`src/rtl/tcb_pkg.sv`:
```
package tcb_pkg;

    typedef enum logic [3:0] {
        RA_IDENT  = 4'd0,
        RA_DEPTH  = 4'd1,
        RA_WIDTH  = 4'd2,
        RA_STATUS = 4'd3,
        RA_DATA   = 4'd4,
        RA_RDPTR  = 4'd5,
        RA_WRPTR  = 4'd6,
        RA_TRGCNT = 4'd7,
        RA_CTRL   = 4'd8
    } reg_addr_e;

    // bit 3 .. bit 0 of the status word
    typedef struct packed {
        logic drain_empty;
        logic acq_done;
        logic trig_seen;
        logic wrapped;
    } status_t;

    localparam int unsigned DRAIN_CYCLES = 2;

    function automatic logic [31:0] wrap_inc(logic [31:0] p, int unsigned depth);
        return (p == 32'(depth - 1)) ? 32'd0 : p + 32'd1;
    endfunction

endpackage

```
`src/rtl/tcb_store.sv`:
```
module tcb_store #(
    parameter int unsigned DEPTH   = 16,
    parameter int unsigned FRAME_W = 32,
    localparam int unsigned PTR_W  = (DEPTH > 1) ? $clog2(DEPTH) : 1
) (
    input  logic               clk,
    input  logic               wr_en,
    input  logic [PTR_W-1:0]   wr_addr,
    input  logic [FRAME_W-1:0] wr_data,
    input  logic [PTR_W-1:0]   rd_addr,
    output logic [FRAME_W-1:0] rd_data
);
    logic [FRAME_W-1:0] mem [DEPTH];

    always_ff @(posedge clk) begin
        if (wr_en) mem[wr_addr] <= wr_data;
    end

    assign rd_data = mem[rd_addr];
endmodule

```
`src/rtl/tcb_acq.sv`:
```
module tcb_acq
    import tcb_pkg::*;
#(
    parameter int unsigned DEPTH  = 16,
    localparam int unsigned PTR_W = (DEPTH > 1) ? $clog2(DEPTH) : 1
) (
    input  logic             clk,
    input  logic             rst,
    input  logic             enable,
    input  logic             arm,
    input  logic             trc_valid,
    input  logic             trc_trigger,
    input  logic             wptr_load,
    input  logic             cnt_load,
    input  logic [31:0]      load_value,
    output logic             wr_en,
    output logic [PTR_W-1:0] wptr,
    output logic [31:0]      count,
    output status_t          status
);
    logic       wrapped, trig_seen, stopped, acq_done;
    logic [1:0] drain;
    logic       capturing;

    assign capturing = enable && !stopped && !(trig_seen && count == 32'd0);
    assign wr_en     = capturing && trc_valid;

    always_ff @(posedge clk) begin
        if (rst) begin
            wptr      <= '0;
            wrapped   <= 1'b0;
            trig_seen <= 1'b0;
            stopped   <= 1'b0;
            acq_done  <= 1'b0;
            drain     <= '0;
            count     <= '0;
        end else begin
            if (wptr_load)  wptr <= load_value[PTR_W-1:0];
            else if (wr_en) wptr <= PTR_W'(wrap_inc(32'(wptr), DEPTH));

            if (wptr_load) wrapped <= 1'b0;
            else if (wr_en && wptr == PTR_W'(DEPTH - 1)) wrapped <= 1'b1;

            if (arm) begin
                trig_seen <= 1'b0;
                stopped   <= 1'b0;
                acq_done  <= 1'b0;
                drain     <= '0;
            end else begin
                if (capturing && trc_trigger) trig_seen <= 1'b1;
                if (enable && trig_seen && count == 32'd0 && !stopped) begin
                    stopped <= 1'b1;
                    drain   <= 2'(DRAIN_CYCLES);
                end else if (drain != 2'd0) begin
                    drain <= drain - 2'd1;
                end
                if (stopped && drain == 2'd1) acq_done <= 1'b1;
            end

            if (cnt_load) count <= load_value;
            else if (wr_en && trig_seen && count != 32'd0) count <= count - 32'd1;
        end
    end

    assign status = '{drain_empty: (drain == 2'd0), acq_done: acq_done,
                      trig_seen: trig_seen, wrapped: wrapped};

    AST_WPTR_STEP: assert property (@(posedge clk) disable iff (rst)
        wr_en && !wptr_load |=> wptr == PTR_W'(wrap_inc(32'($past(wptr)), DEPTH)));
    AST_FULL_STICKY: assert property (@(posedge clk) disable iff (rst)
        wrapped && !wptr_load |=> wrapped);
    AST_TRIG_STICKY: assert property (@(posedge clk) disable iff (rst)
        trig_seen && !arm |=> trig_seen);
    AST_CNT_FLOOR: assert property (@(posedge clk) disable iff (rst)
        count == 32'd0 && !cnt_load |=> count == 32'd0);
    AST_DONE_AFTER_DRAIN: assert property (@(posedge clk) disable iff (rst)
        $rose(acq_done) |-> $past(stopped, 2));
endmodule

```
`src/rtl/trace_capture_buf.sv`:
```
module trace_capture_buf
    import tcb_pkg::*;
#(
    parameter int unsigned DEPTH    = 16,
    parameter int unsigned FRAME_W  = 32,
    parameter int unsigned PORT_W   = 8,
    parameter logic [31:0] ID_VALUE = 32'h5443_0100
) (
    input  logic               clk,
    input  logic               rst,
    input  logic               trc_valid,
    input  logic [FRAME_W-1:0] trc_data,
    input  logic               trc_trigger,
    input  logic [3:0]         reg_addr,
    input  logic [31:0]        reg_wdata,
    input  logic               reg_wr,
    input  logic               reg_rd,
    output logic [31:0]        reg_rdata
);
    localparam int unsigned PTR_W    = (DEPTH > 1) ? $clog2(DEPTH) : 1;
    localparam bit          DEMUX_OK = (PORT_W == 8);

    reg_addr_e          addr_e;
    logic               ctrl_wr, ctrl_en, demux_q, arm;
    logic               rptr_load, data_read;
    logic [PTR_W-1:0]   rptr, wptr;
    logic               wr_en;
    logic [31:0]        count;
    status_t            status;
    logic [FRAME_W-1:0] rd_frame;

    assign addr_e    = reg_addr_e'(reg_addr);
    assign ctrl_wr   = reg_wr && addr_e == RA_CTRL;
    assign arm       = ctrl_wr && reg_wdata[0] && !ctrl_en;
    assign rptr_load = reg_wr && addr_e == RA_RDPTR;
    assign data_read = reg_rd && addr_e == RA_DATA;

    always_ff @(posedge clk) begin
        if (rst)          ctrl_en <= 1'b0;
        else if (ctrl_wr) ctrl_en <= reg_wdata[0];
    end

    if (DEMUX_OK) begin : g_demux
        always_ff @(posedge clk) begin
            if (rst)          demux_q <= 1'b0;
            else if (ctrl_wr) demux_q <= reg_wdata[1];
        end
    end else begin : g_nodemux
        assign demux_q = 1'b0;
    end

    always_ff @(posedge clk) begin
        if (rst)            rptr <= '0;
        else if (rptr_load) rptr <= reg_wdata[PTR_W-1:0];
        else if (data_read) rptr <= PTR_W'(wrap_inc(32'(rptr), DEPTH));
    end

    tcb_acq #(.DEPTH(DEPTH)) acq_i (
        .clk        (clk),
        .rst        (rst),
        .enable     (ctrl_en),
        .arm        (arm),
        .trc_valid  (trc_valid),
        .trc_trigger(trc_trigger),
        .wptr_load  (reg_wr && addr_e == RA_WRPTR),
        .cnt_load   (reg_wr && addr_e == RA_TRGCNT),
        .load_value (reg_wdata),
        .wr_en      (wr_en),
        .wptr       (wptr),
        .count      (count),
        .status     (status)
    );

    tcb_store #(.DEPTH(DEPTH), .FRAME_W(FRAME_W)) store_i (
        .clk    (clk),
        .wr_en  (wr_en),
        .wr_addr(wptr),
        .wr_data(trc_data),
        .rd_addr(rptr),
        .rd_data(rd_frame)
    );

    always_ff @(posedge clk) begin
        if (rst) begin
            reg_rdata <= '0;
        end else if (reg_rd) begin
            case (addr_e)
                RA_IDENT:  reg_rdata <= ID_VALUE;
                RA_DEPTH:  reg_rdata <= 32'(DEPTH);
                RA_WIDTH:  reg_rdata <= 32'(FRAME_W);
                RA_STATUS: reg_rdata <= {28'd0, status};
                RA_DATA:   reg_rdata <= 32'(rd_frame);
                RA_RDPTR:  reg_rdata <= 32'(rptr);
                RA_WRPTR:  reg_rdata <= 32'(wptr);
                RA_TRGCNT: reg_rdata <= count;
                RA_CTRL:   reg_rdata <= {30'd0, demux_q, ctrl_en};
                default:   reg_rdata <= '0;
            endcase
        end
    end

    AST_RPTR_ADVANCE: assert property (@(posedge clk) disable iff (rst)
        data_read && !rptr_load |=> rptr == PTR_W'(wrap_inc(32'($past(rptr)), DEPTH)));
    AST_DEPTH_CONST: assert property (@(posedge clk) disable iff (rst)
        reg_rd && addr_e == RA_DEPTH |=> reg_rdata == 32'(DEPTH));
    AST_NO_WRITE_WHEN_OFF: assert property (@(posedge clk) disable iff (rst)
        !ctrl_en |-> !wr_en);
endmodule

```
`config.mk`:
```
export PLATFORM = sky130hd
export DESIGN_NAME = trace_capture_buf
export DESIGN_NICKNAME = d
export VERILOG_FILES = /design/src/rtl/tcb_pkg.sv /design/src/rtl/tcb_store.sv /design/src/rtl/tcb_acq.sv /design/src/rtl/trace_capture_buf.sv
export SDC_FILE = /design/constraint.sdc
export NUM_CORES = 1
export LEC_CHECK = 0
export ABC_CLOCK_PERIOD_IN_PS = 4900
export CORE_UTILIZATION = 47
export CTS_BUF_LIST = sky130_fd_sc_hd__clkbuf_4
export CTS_CLUSTER_DIAMETER = 30
export CTS_CLUSTER_SIZE = 14
export DETAILED_ROUTE_END_ITERATION = 10
export DONT_BUFFER_PORTS = 1
export PLACE_DENSITY = 0.64
export SLEW_MARGIN = 15
export SYNTH_ARGS = -nofsm -noshare
export SYNTH_HDL_FRONTEND = slang
export SYNTH_SLANG_ARGS = --single-unit
```
`constraint.sdc`:
```
create_clock -name clk -period 4.9 [get_ports clk]
set_input_delay 0.735 -clock clk [delete_from_list [all_inputs] [get_ports clk]]
set_output_delay 0.735 -clock clk [all_outputs]
set_load 0.05 [all_outputs]
```
==> out/qor.txt <==
Outcome - completed
Main flop type after synthesis - edfxtp_1
Vias in the first global route - 12730
Synthesized flop and latch total - 596
Worst-skew pair later-pin latency - 880 ps
CTS tree - built
Switching share of power - 0.2112
Final Non-Filler Cells - 2173
Register area - 17070 um2
Fill cells - 3863
Post-DP HPWL - 33570 um
Drt drc - 0
Iter 0 DRT Violations - 1272
Cell area power density - 393.9 nW/um2
Area leader, netlist - edfxtp_1
Yosys cell types - 56
Post-layout util - 0.5501
Top cells by area, synth - edfxtp_1, mux4_2, dfxtp_1, mux2i_1, a211oi_1
Die W - 226.7 um
Internal Pwr Total - 8436 uW
Area delta synth->final - 14.40%
Critical Path Start - acq_i.count[0]
Asr flop ratio synth - 0
Hold Path Class - input pin to register
Mapped cell area - 23730 um2
Peak VDD IR - 0.2039 mV
Largest net degree at the start of global routing - 76
R2R Setup Slk - 1330 ps
Clk pwr share - 0.453
Critical Path Start Type - register
Combinational power share - 0.029
Reg-to-Reg Start - acq_i.count[0]
Routed WL - 55530 um
NumNets Final - 1490
Max-cap viol count - 0
Initial antenna violation count - 2
Total leakage power - 0.008182 uW
Crit path required time - 5370 ps
Total Routing Usage GR - 0.2206
DP Cell Count - 1925
Crit Path Category - register to register
Seq/Total Area, Yosys - 0.7187
Worst Reg-to-Reg Cells - 9
Setup WS post-layout - 1334 ps
CTS root buf - clkbuf_4
Detail Route Antenna Nets - 0
Die footprint - 51400 um2
Clk buf depth - 3
Total CTS buffers - 109
DR vias - 12990
I/O Pins - 106
RSZ-0062 raised after global routing - false
Gpl congestion - 0.9017
Crit share post-route - 0.7278
Reg-to-Reg End - store_i.mem[5][9]
Max Slew Vio Count - 0
WL/cell - 25.56 um
Row cnt - 81
Area post-placement - 24590 um2
Yosys top cell area share - 0.6478
Global-route wire length before repair - 82300 um
Total iterations of the first detailed-routing run - 5
FMAX - 280.4 MHz
Worst EP arrival - 4030 ps
Hold path endpoint - acq_i.count[24]
Post-Syn Nets - 1397
Clock slew at reported path FFs - 80 ps
Part of the power in registers - 0.517
Share of layout cells above drive strength 1 - 0.2586
DR vias/cell - 5.977
Crit. End Element - register
Total core area - 49360 um2
H-tree Lvls - 3
Sw Pwr - 2259 uW
Final instance area - 27150 um2
Synth warnings - 0
Hold Path Stages - 2
Setup violators final - 0
Fin crit period - 3566 ps
Synthesized instance count - 1317
Max-slew headroom - 0.2193
Max FO, Critical Path - 20
Worst Hold Launch - reg_wdata[24]
Worst Tran Pin Value - 1168 ps
Skew final - 75.10 ps
Die Y - 226.7 um
Setup TNS - 0 ps
Port Buf Inserts - 0
Post-CTS Setup Inserts - 0
Most frequent cell after synthesis - edfxtp_1
Initial Util - 0.4808
Final hold vios - 0
Avg Inst Size Synth - 18.02 um2
Pre-CTS WS - 1383 ps
Number of synthesized flops with an enable pin - 512
Clock Sink Count - 596
Gr ovfl total - 0
Commonest cells in the synthesized netlist - edfxtp_1, mux4_2, dfxtp_1
Multi-input logic area - 6440 um2
placed cells by master, fill, tap and decap left out, drive strengths merged, types with 17 or more instances in the layout:
cell / count
edfxtp: 512
mux4: 130
clkbuf: 122
dfxtp: 84
nor2: 68
mux2i: 60
a211oi: 60
nand2: 52
dlygate4sd3: 36
bufinv: 29
clkinv: 29
a221oi: 27
buf: 27
xor2: 26
a21oi: 25
o21ai: 23
nand3: 22
o22ai: 22
nor3: 19
inv: 19
clkinvlp: 17
kinds of logic (layout without fill, tap and decap cells):
logic type,Yosys count,in the layout,synth area share
AND/OR/NAND/NOR,214,214,0.04492
adder cells (fa/ha/maj),6,6,0.003163
multiplexers,197,197,0.1520
buffers and inverters,92,279,0.01534
other,0,5,0
AO/OA/AOI/OAI,182,182,0.05483
XOR/XNOR,30,30,0.01107
flip-flops,596,596,0.7187
how the worst max path moves through the flow:
stage / endpoint
finish: store_i.mem[5][9]
global route: store_i.mem[6][9]
CTS: store_i.mem[5][9]
detailed placement: store_i.mem[13][19]
global placement: store_i.mem[9][29]
floorplan: store_i.mem[0][0]
worst max-delay path: stages, from the launching register on:
cell     delay [ps]
dfxtp_1         430
inv_1            70
ha_1            200
or3b_1          190
nor2_1          180
and4_1          320
a21oi_2         420
nand2_1         320
nor2_4          540
buf_4           470
metal layers:
metal,up-vias,global-route usage,share of wire
li1,5687,-,-
met1,6659,0.3227,0.44
met2,569,0.3319,0.46
met3,74,0.05468,0.087
met4,0,0.05493,0.016
met5,-,0,0
registers in the layout, indices dropped and copies added (netlist names), named ones only:
signal and count:
store_i.mem 512, acq_i.drain 2, demux_q 1, ctrl_en 1, acq_i.wptr 4, acq_i.stopped 1, rptr 4, acq_i.trig_seen 1
reg_rdata 32, acq_i.wrapped 1, acq_i.acq_done 1, acq_i.count 32
layout make-up:
class | instances | share of cell area
flip-flops and latches | 596 | 0.6286
multi-input cells | 629 | 0.2372
clock inverters | 83 | 0.04475
clock buffers | 122 | 0.03373
well taps | 664 | 0.03060
repair buffers | 63 | 0.02313
inverters | 11 | 0.001521
diodes | 5 | 0.0004608
power groups by stage:
stage	combinational, uW	sequential, uW	clock (uW)
3_5_place_dp	220	5650	0
6_report	314	5530	4850
5_1_grt	338	5530	5180
4_1_cts	315	5530	4940
2_1_floorplan	187	5640	0
3_3_place_gp	220	5650	0
per-stage QoR:
stage / total power (uW) / hold WS [ps]
after global routing: 11050 / 16.43
final: 10700 / 77.12
after global placement: 5870 / 461.4
after detailed placement: 5870 / 469.3
after CTS: 10790 / 12.99
after floorplan: 5822 / 437.2
what timing repair did:
item | in CTS | in global routing
resized for setup | 0 | 0
hold endpoints to repair | 592 | 0
hold buffers | 37 | 0
endpoints found under the setup margin | 0 | 0
No activity file was read; power rests on OpenSTA's default activity.
